==> src/rtl/dac_wr_pkg.sv <==
package dac_wr_pkg;

    typedef enum logic [2:0] {
        ST_IDLE,
        ST_SH_LO,
        ST_SH_HI,
        ST_LDREG,
        ST_LDALL,
        ST_RS_SETUP,
        ST_RS_LOW,
        ST_SETTLE
    } seq_state_e;

    typedef struct packed {
        seq_state_e st;
        logic       cs_n;
        logic       sclk;
        logic       ldreg_n;
        logic       ldall_n;
        logic       rst_n;
        logic       rstsel;
        logic       want_ldreg;
        logic       want_ldall;
    } seq_regs_t;

    function automatic int max2(input int a, input int b);
        return (a > b) ? a : b;
    endfunction

endpackage

==> src/rtl/dac_wr_timer.sv <==
// Phase timer: loaded with (length - 1), counts down to zero and holds there.
module dac_wr_timer #(
    parameter int TW = 8
) (
    input  logic          clk,
    input  logic          rst_n,
    input  logic          load,
    input  logic [TW-1:0] load_val,
    output logic          done
);

    logic [TW-1:0] cnt_d, cnt_q;

    always_comb begin
        cnt_d = cnt_q;
        if (load) begin
            cnt_d = load_val;
        end else if (cnt_q != '0) begin
            cnt_d = cnt_q - TW'(1);
        end
    end

    always_ff @(posedge clk or negedge rst_n) begin
        if (!rst_n) begin
            cnt_q <= '0;
        end else begin
            cnt_q <= cnt_d;
        end
    end

    assign done = (cnt_q == '0);

endmodule

==> src/rtl/dac_wr_frame.sv <==
// Outgoing word register: its top bit drives the serial data pin directly.
module dac_wr_frame #(
    parameter int FW = 16
) (
    input  logic          clk,
    input  logic          rst_n,
    input  logic          load,
    input  logic [FW-1:0] load_word,
    input  logic          shift,
    output logic          sdo,
    output logic          last
);

    localparam int BW = $clog2(FW);

    logic [FW-1:0] word_d, word_q;
    logic [BW-1:0] left_d, left_q;

    always_comb begin
        word_d = word_q;
        left_d = left_q;
        if (load) begin
            word_d = load_word;
            left_d = BW'(FW - 1);
        end else if (shift) begin
            word_d = {word_q[FW-2:0], 1'b0};
            left_d = left_q - BW'(1);
        end
    end

    always_ff @(posedge clk or negedge rst_n) begin
        if (!rst_n) begin
            word_q <= '0;
            left_q <= '0;
        end else begin
            word_q <= word_d;
            left_q <= left_d;
        end
    end

    assign sdo  = word_q[FW-1];
    assign last = (left_q == '0);

endmodule

==> src/rtl/dac_host_writer.sv <==
module dac_host_writer
    import dac_wr_pkg::*;
#(
    parameter int CHAN_W   = 2,
    parameter int PAD_W    = 2,
    parameter int CODE_W   = 12,
    parameter int T_DS     = 7,
    parameter int T_DH     = 5,
    parameter int T_CH     = 8,
    parameter int T_CL     = 13,
    parameter int T_CSS    = 14,
    parameter int T_CSH    = 4,
    parameter int T_LD1    = 10,
    parameter int T_LD2    = 4,
    parameter int T_LDRW   = 12,
    parameter int T_LDDW   = 12,
    parameter int T_RSSH   = 7,
    parameter int T_RSTW   = 18,
    parameter int T_SETTLE = 3
) (
    input  logic              clk,
    input  logic              rst_n,
    input  logic              req_valid,
    output logic              req_ready,
    input  logic              req_clear,
    input  logic              req_mid,
    input  logic [CHAN_W-1:0] req_chan,
    input  logic [CODE_W-1:0] req_code,
    input  logic              req_load_reg,
    input  logic              req_load_all,
    output logic              dac_cs_n,
    output logic              dac_sclk,
    output logic              dac_sdi,
    output logic              dac_ldreg_n,
    output logic              dac_ldall_n,
    output logic              dac_rst_n,
    output logic              dac_rstsel
);

    localparam int FW       = CHAN_W + PAD_W + CODE_W;
    // Phase lengths merge every limit that applies to the same interval.
    localparam int LO_CYC   = max2(T_CL, T_DS);
    localparam int LO_FIRST = max2(LO_CYC, max2(T_CSS, T_LD1));
    localparam int HI_CYC   = max2(T_CH, T_DH);
    localparam int HI_LAST  = max2(HI_CYC, max2(T_CSH, T_LD2));
    localparam int MAX_DUR  = max2(max2(max2(LO_FIRST, HI_LAST), max2(T_LDRW, T_LDDW)),
                                   max2(max2(T_RSSH, T_RSTW), T_SETTLE));
    localparam int TW       = $clog2(MAX_DUR + 1);

    localparam logic [TW-1:0] DUR_LO_FIRST = TW'(LO_FIRST - 1);
    localparam logic [TW-1:0] DUR_LO       = TW'(LO_CYC - 1);
    localparam logic [TW-1:0] DUR_HI       = TW'(HI_CYC - 1);
    localparam logic [TW-1:0] DUR_HI_LAST  = TW'(HI_LAST - 1);
    localparam logic [TW-1:0] DUR_LDRW     = TW'(T_LDRW - 1);
    localparam logic [TW-1:0] DUR_LDDW     = TW'(T_LDDW - 1);
    localparam logic [TW-1:0] DUR_RSSH     = TW'(T_RSSH - 1);
    localparam logic [TW-1:0] DUR_RSTW     = TW'(T_RSTW - 1);
    localparam logic [TW-1:0] DUR_SETTLE   = TW'((T_SETTLE > 0) ? T_SETTLE - 1 : 0);

    localparam seq_regs_t SEQ_RST = '{
        st:         ST_IDLE,
        cs_n:       1'b1,
        sclk:       1'b1,
        ldreg_n:    1'b1,
        ldall_n:    1'b1,
        rst_n:      1'b1,
        rstsel:     1'b0,
        want_ldreg: 1'b0,
        want_ldall: 1'b0
    };

    seq_regs_t     r_d, r_q;
    logic          tmr_load;
    logic [TW-1:0] tmr_val;
    logic          tmr_done;
    logic          frm_load;
    logic          frm_shift;
    logic          frm_last;
    logic          frm_sdo;
    logic          seq_end;
    logic [FW-1:0] frm_word;

    assign frm_word = {req_chan, {PAD_W{1'b0}}, req_code};

    dac_wr_timer #(.TW(TW)) u_timer (
        .clk      (clk),
        .rst_n    (rst_n),
        .load     (tmr_load),
        .load_val (tmr_val),
        .done     (tmr_done)
    );

    dac_wr_frame #(.FW(FW)) u_frame (
        .clk       (clk),
        .rst_n     (rst_n),
        .load      (frm_load),
        .load_word (frm_word),
        .shift     (frm_shift),
        .sdo       (frm_sdo),
        .last      (frm_last)
    );

    always_comb begin
        r_d       = r_q;
        tmr_load  = 1'b0;
        tmr_val   = '0;
        frm_load  = 1'b0;
        frm_shift = 1'b0;
        seq_end   = 1'b0;

        unique case (r_q.st)
            ST_IDLE: begin
                if (req_valid) begin
                    tmr_load = 1'b1;
                    if (req_clear) begin
                        r_d.rstsel = req_mid;
                        r_d.st     = ST_RS_SETUP;
                        tmr_val    = DUR_RSSH;
                    end else begin
                        frm_load       = 1'b1;
                        r_d.cs_n       = 1'b0;
                        r_d.sclk       = 1'b0;
                        r_d.want_ldreg = req_load_reg;
                        r_d.want_ldall = req_load_all;
                        r_d.st         = ST_SH_LO;
                        tmr_val        = DUR_LO_FIRST;
                    end
                end
            end
            ST_SH_LO: begin
                if (tmr_done) begin
                    r_d.sclk = 1'b1;
                    r_d.st   = ST_SH_HI;
                    tmr_load = 1'b1;
                    tmr_val  = frm_last ? DUR_HI_LAST : DUR_HI;
                end
            end
            ST_SH_HI: begin
                if (tmr_done) begin
                    if (frm_last) begin
                        r_d.cs_n = 1'b1;
                        if (r_q.want_ldreg) begin
                            r_d.ldreg_n = 1'b0;
                            r_d.st      = ST_LDREG;
                            tmr_load    = 1'b1;
                            tmr_val     = DUR_LDRW;
                        end else if (r_q.want_ldall) begin
                            r_d.ldall_n = 1'b0;
                            r_d.st      = ST_LDALL;
                            tmr_load    = 1'b1;
                            tmr_val     = DUR_LDDW;
                        end else begin
                            seq_end = 1'b1;
                        end
                    end else begin
                        r_d.sclk  = 1'b0;
                        frm_shift = 1'b1;
                        r_d.st    = ST_SH_LO;
                        tmr_load  = 1'b1;
                        tmr_val   = DUR_LO;
                    end
                end
            end
            ST_LDREG: begin
                if (tmr_done) begin
                    r_d.ldreg_n = 1'b1;
                    if (r_q.want_ldall) begin
                        r_d.ldall_n = 1'b0;
                        r_d.st      = ST_LDALL;
                        tmr_load    = 1'b1;
                        tmr_val     = DUR_LDDW;
                    end else begin
                        seq_end = 1'b1;
                    end
                end
            end
            ST_LDALL: begin
                if (tmr_done) begin
                    r_d.ldall_n = 1'b1;
                    seq_end     = 1'b1;
                end
            end
            ST_RS_SETUP: begin
                if (tmr_done) begin
                    r_d.rst_n = 1'b0;
                    r_d.st    = ST_RS_LOW;
                    tmr_load  = 1'b1;
                    tmr_val   = DUR_RSTW;
                end
            end
            ST_RS_LOW: begin
                if (tmr_done) begin
                    r_d.rst_n = 1'b1;
                    seq_end   = 1'b1;
                end
            end
            ST_SETTLE: begin
                if (tmr_done) begin
                    r_d.st = ST_IDLE;
                end
            end
            default: r_d.st = ST_IDLE;
        endcase

        if (seq_end) begin
            if (T_SETTLE > 0) begin
                r_d.st   = ST_SETTLE;
                tmr_load = 1'b1;
                tmr_val  = DUR_SETTLE;
            end else begin
                r_d.st = ST_IDLE;
            end
        end
    end

    always_ff @(posedge clk or negedge rst_n) begin
        if (!rst_n) begin
            r_q <= SEQ_RST;
        end else begin
            r_q <= r_d;
        end
    end

    assign req_ready   = (r_q.st == ST_IDLE);
    assign dac_cs_n    = r_q.cs_n;
    assign dac_sclk    = r_q.sclk;
    assign dac_sdi     = frm_sdo;
    assign dac_ldreg_n = r_q.ldreg_n;
    assign dac_ldall_n = r_q.ldall_n;
    assign dac_rst_n   = r_q.rst_n;
    assign dac_rstsel  = r_q.rstsel;

endmodule

==> config.mk <==
export PLATFORM = sky130hd
export DESIGN_NAME = dac_host_writer
export DESIGN_NICKNAME = d
export VERILOG_FILES = /design/src/rtl/dac_wr_pkg.sv /design/src/rtl/dac_wr_timer.sv /design/src/rtl/dac_wr_frame.sv /design/src/rtl/dac_host_writer.sv
export SDC_FILE = /design/constraint.sdc
export NUM_CORES = 1
export LEC_CHECK = 0
export ABC_AREA = 1
export BUFFER_PORTS_ARGS = -buffer_cell sky130_fd_sc_hd__buf_2
export CAP_MARGIN = 20
export CORE_MARGIN = 4
export CORE_UTILIZATION = 64
export CTS_BUF_LIST = sky130_fd_sc_hd__clkbuf_8
export CTS_CLUSTER_SIZE = 20
export DETAILED_ROUTE_END_ITERATION = 8
export PLACE_DENSITY = 0.94
export SKIP_CTS_REPAIR_TIMING = 1
export SLEW_MARGIN = 10
export SYNTH_ARGS = -nofsm -noshare
export SYNTH_HDL_FRONTEND = slang
export SYNTH_SLANG_ARGS = --single-unit
==> constraint.sdc <==
create_clock -name clk -period 2.2 [get_ports clk]
set_input_delay 0.11 -clock clk [delete_from_list [all_inputs] [get_ports clk]]
set_output_delay 0.11 -clock clk [all_outputs]
set_load 0.01 [all_outputs]
==> Word-level counts from Yosys, hierarchy flattened <==
Cells that the tools add are included.
{ "word_totals": {"register_bits": 36, "in_bits": 21, "output_inout_bits": 8, "wordCells": 127} }
{ "classes": {"n_reduce_logical": 22, "muxes": 65, "addsub": 2, "eq_ne": 25, "n_bitwise": 1} }
{ "ops": {"columns": ["op", "n"], "rows": [
  ["16-bit 2-to-1 mux", 2],
  ["4-bit 2-to-1 mux", 8],
  ["3-bit 2-to-1 mux", 10],
  ["5-bit 2-to-1 mux", 6],
  ["1-bit 2-to-1 mux", 26],
  ["5-bit case mux with 5 select lines", 1],
  ["2-bit inequality test, second input constant", 12],
  ["3-bit case mux with 6 select lines", 1],
  ["3-bit inequality test, second input constant", 5],
  ["3-bit == test, second input constant", 4],
  ["6-bit AND reduction", 2],
  ["5-bit AND reduction", 2],
  ["2-bit nonzero test", 5],
  ["1-bit case mux with 3 select lines", 3],
  ["3-bit AND reduction", 3],
  ["7-bit 2-to-1 mux", 1],
  ["7-bit AND reduction", 1],
  ["7-bit nonzero test", 1],
  ["3-bit by 2-bit == test with 1-bit output, second input constant", 2],
  ["2-bit 2-to-1 mux", 3],
  ["1-bit case mux with 2 select lines", 3],
  ["3-bit nonzero test", 2],
  ["5-bit zero test", 1],
  ["5-bit nonzero test", 1],
  ["other kinds (9)", 10]
]} }

==> Longest topological paths before layout <==
Gate-level depths: netlist (run 1).
{ "depth": {"word_depth": 7, "ltp_mapped": 12} }

==> Cells and area by module <==
Synthesis (run 1) repeated with hierarchy kept, for this count alone.
{ "hier_totals": {"hier_cells": 273, "area_unflattened_um2": 2064.5} }
{ "modules_own_cells": {"columns": ["mod", "cells_each", "area_each_um2", "n_inst"], "rows": [
  ["dac_wr_frame", 108, 947.2, 1],
  ["dac_host_writer", 126, 814.5, 1],
  ["dac_wr_timer", 39, 302.8, 1]
]} }

==> Least setup slack after synthesis (run 1) <==
No wires, ideal clock.
{ "synth_timing": {"path_kind": "register to register", "from": "reg u_timer.cnt_q[0]", "to": "reg u_frame.word_q[6]", "path_slack_ns": 0.723, "path_stages_with_launch": 9, "t_arrival_ns": 1.348, "required_ns": 2.071, "cell_sequence": "dfrtp_1 inv_1 ha_1 nand3_4 nor2_4 nand2_4 nand2_4 buf_6 o221ai_2"} }
{ "synth_between": {"elab_chain_cells": 4} }
{ "synth_rtl": {"columns": ["item", "line_no", "source"], "rows": [
  ["start: declaration", "dac_wr_timer.sv:12", "logic [TW-1:0] cnt_d, cnt_q;"],
  ["start signal: assignment", "dac_wr_timer.sv:27", "cnt_q <= cnt_d;"],
  ["5-bit zero test", "dac_wr_timer.sv:31", "assign done = (cnt_q == '0);"],
  ["1-bit 2-to-1 mux", "dac_host_writer.sv:139", "if (tmr_done) begin"],
  ["1-bit 2-to-1 mux", "dac_host_writer.sv:111", "unique case (r_q.st)"],
  ["2-bit nonzero test (no source line)", null, null],
  ["end signal: assignment", "dac_wr_frame.sv:36", "word_q <= word_d;"],
  ["end: declaration", "dac_wr_frame.sv:16", "logic [FW-1:0] word_d, word_q;"]
]} }
Every way passes these cells.
A chain may end at the register's enable or synchronous reset.

==> Final worst setup path (run 1) <==
{ "layout_timing": {"from": "reg u_timer.cnt_q[0]", "to": "reg r_q (netlist bit dac_sclk)"} }
{ "layout_between": {"elab_chain_cells": 3, "word_cells_on_any_way": 4} }
{ "layout_rtl": {"columns": ["item", "line_no", "source"], "rows": [
  ["5-bit zero test (*)", "dac_wr_timer.sv:31", null],
  ["2-bit inequality test (no source line)", null, null],
  ["6-bit AND reduction (no source line) (*)", null, null],
  ["end signal: assignment", "dac_host_writer.sv:220", "r_q <= r_d;"],
  ["end: declaration", "dac_host_writer.sv:72", "seq_regs_t r_d, r_q;"]
]} }
Every way passes the cells marked *; elsewhere a longest branch is shown, timed or not.

==> results of run 1 <==
-- cells in the mapped netlist, types with 5 or more instances --
| cell type | count | area [µm²] |
|---|---|---|
| nand2_1 | 60 | 225 |
| dfrtp_1 | 31 | 776 |
| inv_1 | 25 | 93.8 |
| nor2_1 | 20 | 75.1 |
| o21ai_0 | 11 | 55.1 |
| nand3_1 | 9 | 45.0 |
| nand2_4 | 8 | 90.1 |
| nand2_2 | 7 | 43.8 |
| o21ai_1 | 6 | 30.0 |
| dfstp_2 | 5 | 131 |
| inv_2 | 5 | 18.8 |
| nor3_1 | 5 | 25.0 |
-- critical path, delay by kind of cell (launching register included) --
kind	cells	cell delay, ns
AOI/OAI and AO/OA	2	0.35
adders and majority gates	1	0.22
buffers and inverters	2	0.35
DFF	1	0.38
and+or+nand+nor	4	0.58
-- stage by stage --
step	area (µm²)	setup slack, ns	util
after floorplan	2130	0.723	-
after global placement	2270	0.453	0.726
after detailed placement	2270	0.356	0.726
after CTS	2380	0.316	0.762
after global routing	2390	0.123	0.765
final	2390	0.246	0.765
-- cell families after synthesis --
family | Yosys count | synth area share
compound gates | 44 | 0.155
xor+xnor | 4 | 0.0165
fa+ha+maj | 3 | 0.0176
buf+inv | 39 | 0.0882
flops | 36 | 0.426
mux | 1 | 0.00529
simple gates | 120 | 0.292
-- metal layers --
metal | track usage | part of all wire
met5 | 0 | 0
met3 | 0.0803 | 0.12
met1 | 0.312 | 0.37
met4 | 0.117 | 0.028
met2 | 0.407 | 0.49
-- registers in the layout, indices dropped and copies added, names as in the netlist --
register,cells
dac_rst_n,1
u_timer.cnt_q,5
dac_ldall_n,1
dac_cs_n,1
u_frame.left_q,4
dac_ldreg_n,1
r_q,5
dac_sclk,1
u_frame.word_q,16
dac_rstsel,1
-- cell type report --
class                           instances  area, µm²
Multi-Input combinational cell        172       1030
Sequential cell                        36        907
Fill cell                             206        736
Timing Repair Buffer                   29        150
Inverter                               34        135
Clock buffer                            5       68.8
Tap cell                               44       55.1
Clock inverter                          3       42.5
-- power breakdown --
group	leakage, nW	internal, mW	total [mW]	switching (mW)
clock	0.0541	0.335	0.579	0.243
combinational	0.692	0.533	1.44	0.911
sequential	0.420	0.985	1.22	0.235
total	1.17	1.85	3.24	1.39
-- how the worst max path moves through the flow --
stage	slack (ns)	startpoint	endpoint
floorplan	0.72	u_timer.cnt_q[0]$_DFFE_PN0P_	u_frame.word_q[6]$_DFFE_PN0P_
global placement	0.45	u_timer.cnt_q[0]$_DFFE_PN0P_	u_frame.word_q[8]$_DFFE_PN0P_
detailed placement	0.36	u_timer.cnt_q[0]$_DFFE_PN0P_	dac_sclk$_DFFE_PN1P_
CTS	0.32	u_timer.cnt_q[0]$_DFFE_PN0P_	u_frame.word_q[8]$_DFFE_PN0P_
global route	0.12	u_timer.cnt_q[0]$_DFFE_PN0P_	dac_sclk$_DFFE_PN1P_
finish	0.25	u_timer.cnt_q[0]$_DFFE_PN0P_	dac_sclk$_DFFE_PN1P_
==> impl_metrics.env, run 1 <==
export IMPL_syn_area_mm2=0.00213
export IMPL_arrival_ns=2.16
export IMPL_synth_cell_type_count=37
export IMPL_ant_nets=0
export IMPL_cp_slowest_cell="dfrtp_1"
export IMPL_syn_inst=247
export IMPL_fin_nets=302
export IMPL_cts_htree_levels=2
export IMPL_clk_pin_slew_ns=0.07
export IMPL_whs_path_depth=3
export IMPL_r2r_setup_slack_ns=0.25
export IMPL_gr_total_overflow=0
export IMPL_wirelength_um=4920
export IMPL_rows=20
export IMPL_ios=29
export IMPL_outcome="completed"
export IMPL_clockBufferDepth=2
export IMPL_synth_main_ff_cell="dfrtp_1"
export IMPL_fin_crit_ns=1.95
export IMPL_crit_required_ns=2.41
export IMPL_p_leak_nw=1.17
export IMPL_grt_pass1_vias=1766
export IMPL_synthArstFlopShare=1.00
export IMPL_post_route_period_util=0.888
export IMPL_start_util=0.680
export IMPL_die_area_mm2=0.00431
export IMPL_path_cells="inv_1 > ha_1 > nand3_4 > inv_2 > nand2_1 > o21ai_0 > o2111ai_1 > nand2_1 > nand2_1"
export IMPL_ys_seq_area_frac=0.426
export IMPL_vdd_drop_max_uv=784
export IMPL_dp_cells=314
export IMPL_via_per_inst=5.74
export IMPL_cts_root_buf="clkbuf_8"
export IMPL_crit_type="reg -> reg"
export IMPL_layout_commonest_cell="nand2_1"
export IMPL_cp_start_kind="flop"
export IMPL_skew_ns=0.0111
export IMPL_worstPathMaxFanout=10
export IMPL_drt_initial_drc_count=127
export IMPL_hold_start="req_code[0]"
export IMPL_max_freq_mhz=512
export IMPL_path_common_cell="nand2_1"
export IMPL_dp_hpwl_um=3370
export IMPL_cts_tree="built"
export IMPL_powerDensity_mw_per_mm2=1360
export IMPL_grt_pass1_wl_um=8170
export IMPL_finalSetupViolations=0
export IMPL_yosys_warnings=0
export IMPL_fin_hold_ws_ns=0.0295
export IMPL_drive_gt1_frac=0.297
export IMPL_place_congestion=0.944
export IMPL_vias=1853
export IMPL_slew_violations=0
export IMPL_hold_path_class="in -> reg"
export IMPL_synth_area_per_cell_um2=8.62
export IMPL_worstReg2RegEnd="dac_sclk$_DFFE_PN1P_"
export IMPL_grt_usage=0.254
export IMPL_slowest_delay_ns=0.38
export IMPL_clock_sinks=36
export IMPL_critPathCaptureType="flop"
export IMPL_clock_latency_ns=0.29
export IMPL_p_total_mw=3.24
export IMPL_drv_cap=0
export IMPL_hold_viol=0
export IMPL_rr_worst_depth=9
export IMPL_final_cell_mix="60 x nand2_1, 31 x dfrtp_1, 28 x buf_2"
export IMPL_whs_endpoint="u_frame.word_q[0]$_DFFE_PN0P_"
export IMPL_numCtsBuffers=5
export IMPL_area_growth_syn_to_layout_pct=12.4
export IMPL_die_h_um=65.7
export IMPL_antenna_found_initial=0
export IMPL_grt_max_degree=37
export IMPL_final_cells=323
export IMPL_rsz0062_at_grt="no"
export IMPL_setup_tns_ns=0
export IMPL_worstMarginPinSlew_ns=0.800
export IMPL_die_w_um=65.7
export IMPL_wl_per_cell_um=15.2
export IMPL_synth_seq_cells=36
export IMPL_route_detailed_drc=0
export IMPL_syn_nets=271
export IMPL_antenna_cells=0
export IMPL_reg2reg_from="u_timer.cnt_q[0]$_DFFE_PN0P_"
export IMPL_port_buffers=28
export IMPL_core_area_mm2=0.00313
export IMPL_synth_edf_count=0
export IMPL_first_pass_iters=5
export IMPL_relSlewSlack=0.467
Power figures use the tool's default switching activity.
==> run 2, diff against run 1 <==
==> constraint.sdc (replaced) <==
create_clock -name clk -period 2.2 [get_ports clk]
set_input_delay 0.44 -clock clk [delete_from_list [all_inputs] [get_ports clk]]
set_output_delay 0.44 -clock clk [all_outputs]
set_load 0.01 [all_outputs]
==> run 2 against run 1 <==
  * Core utilization fell by 0.32 points
  * Sequential power about the same
  * Routed wire length decreased by 1.7%
  * Final cell count is 0.31% lower
  * Non-clock buffer count fell by 1
  * Die area did not move
  * Via count fell by 1.8%
  * Largest power group unchanged
==> impl_metrics.env, run 2 (same netlist as run 1, synthesis figures left out) <==
export IMPL_busiest_layer="met2"
export IMPL_clockBufferDepth=2
export IMPL_area_growth_syn_to_layout_pct=11.9
export IMPL_hold_viol=0
export IMPL_dp_cells=314
export IMPL_met3_usage=0.0803
export IMPL_design_area_mm2=0.00238
export IMPL_core_area_mm2=0.00313
export IMPL_via_per_inst=5.65
export IMPL_slowest_delay_ns=0.38
export IMPL_cp_start_kind="flop"
export IMPL_worst_path_buf_inv=2
export IMPL_cts_tree="built"
export IMPL_fin_hold_ws_ns=0.218
export IMPL_final_core_util=0.762
export IMPL_clock_latency_ns=0.30
export IMPL_drive_gt1_frac=0.299
export IMPL_critPathTopFamily="simple AND/OR/NAND/NOR gates"
export IMPL_slew_violations=0
export IMPL_hold_path_class="in -> async"
export IMPL_post_route_period_util=0.872
export IMPL_vdd_drop_max_uv=835
export IMPL_crit_type="reg -> reg"
export IMPL_layout_commonest_cell="nand2_1"
export IMPL_port_buffers=28
export IMPL_route_detailed_drc=0
export IMPL_worstMarginPinSlew_ns=0.791
export IMPL_top_regs="u_frame.word_q (16), r_q (5), u_timer.cnt_q (5)"
export IMPL_grt_use_met1=0.312
export IMPL_fin_nets=301
export IMPL_arrival_ns=2.14
export IMPL_place_congestion=0.944
export IMPL_antenna_cells=0
export IMPL_rr_worst_depth=9
export IMPL_max_freq_mhz=521
export IMPL_rows=20
export IMPL_vias=1819
export IMPL_finalSetupViolations=0
export IMPL_cp_endpoint="dac_sclk$_DFFE_PN1P_"
export IMPL_wl_per_cell_um=15.0
export IMPL_grt_pass1_wl_um=8170
export IMPL_largest_register_ff_count=16
export IMPL_skew_ns=0.0107
export IMPL_ios=29
export IMPL_registers_top_by_ff_count="u_frame.word_q"
export IMPL_clk_pin_slew_ns=0.08
export IMPL_worstPathMaxFanout=10
export IMPL_powerDensity_mw_per_mm2=1360
export IMPL_drt_initial_drc_count=138
export IMPL_relSlewSlack=0.473
export IMPL_reg2reg_from="u_timer.cnt_q[0]$_DFFE_PN0P_"
export IMPL_final_cell_mix="60 x nand2_1, 31 x dfrtp_1, 28 x buf_2"
export IMPL_fin_crit_ns=1.92
export IMPL_crit_required_ns=2.42
export IMPL_final_cells=322
export IMPL_use_met2=0.407
export IMPL_worstReg2RegEnd="dac_sclk$_DFFE_PN1P_"
export IMPL_outcome="completed"
export IMPL_path_cells="inv_1 > ha_1 > nand3_4 > inv_2 > nand2_1 > o21ai_0 > o2111ai_1 > nand2_1 > nand2_1"
export IMPL_die_area_mm2=0.00431
export IMPL_path_common_cell="nand2_1"
export IMPL_dp_hpwl_um=3370
export IMPL_grt_pass1_vias=1766
export IMPL_clock_sinks=36
export IMPL_start_util=0.680
export IMPL_gr_total_overflow=0
export IMPL_numCtsBuffers=5
export IMPL_critPathCaptureType="flop"
export IMPL_die_w_um=65.7
export IMPL_first_pass_iters=4
export IMPL_r2r_setup_slack_ns=0.28
export IMPL_p_leak_nw=1.16
export IMPL_die_h_um=65.7
export IMPL_drv_cap=0
export IMPL_dpl_instance_area_mm2=0.00227
export IMPL_cp_slowest_cell="dfrtp_1"
export IMPL_antenna_found_initial=0
export IMPL_grt_usage=0.254
export IMPL_cts_root_buf="clkbuf_8"
export IMPL_cts_htree_levels=2
export IMPL_critical_path_depth=9
export IMPL_wirelength_um=4840
export IMPL_rsz0062_at_grt="no"
export IMPL_worstSetupStartpoint="u_timer.cnt_q[0]$_DFFE_PN0P_"
export IMPL_setup_tns_ns=0
export IMPL_fillers=208
export IMPL_grt_max_degree=37
export IMPL_ant_nets=0
==> run 2: cell types whose count changed in the layout (fill, tap and decap cells not counted), sizes merged <==
cell,delta
dlygate4sd3,-1
==> run 2: metal layers <==
metal / routed length, µm / vias up / part of all wire
li1: - / 865 / -
met2: 2320 / 99 / 0.48
met1: 1910 / 839 / 0.40
met3: 477 / 16 / 0.099
met4: 128 / 0 / 0.026
met5: 0 / - / 0
==> run 2: metrics by stage <==
| stage | power, mW | setup WS [ns] |
|---|---|---|
| after floorplan | 2.31 | 0.723 |
| after global placement | 2.56 | 0.453 |
| after detailed placement | 2.61 | 0.356 |
| after CTS | 3.22 | 0.316 |
| after global routing | 3.47 | 0.196 |
| final | 3.24 | 0.282 |
==> run 2: cell type report <==
class | count | area [µm²] | area share
clock buffers | 5 | 68.8 | 0.0289
clock inverters | 3 | 42.5 | 0.0179
inverters | 34 | 135 | 0.0567
multi-input cells | 172 | 1030 | 0.434
flip-flops and latches | 36 | 907 | 0.381
well taps | 44 | 55.1 | 0.0231
repair buffers | 28 | 140 | 0.0588
==> run 2: how the worst min path moves through the flow <==
stage	slack, ns	cells past startpoint	end
floorplan	0.14	0	dac_rstsel$_DFFE_PN0P_
finish	0.22	1	r_q[8]$_DFFE_PN0P_
CTS	0.24	1	r_q[8]$_DFFE_PN0P_
global placement	0.45	2	dac_ldall_n$_DFFE_PN1P_
global route	0.28	1	r_q[8]$_DFFE_PN0P_
detailed placement	0.46	2	dac_ldall_n$_DFFE_PN1P_
==> run 2: power by group <==
group	switching [mW]	internal [mW]	total (mW)	leakage (nW)
logic	0.907	0.532	1.44	0.688
registers	0.231	0.984	1.22	0.420
clock network	0.249	0.335	0.584	0.0541
total	1.39	1.85	3.24	1.16
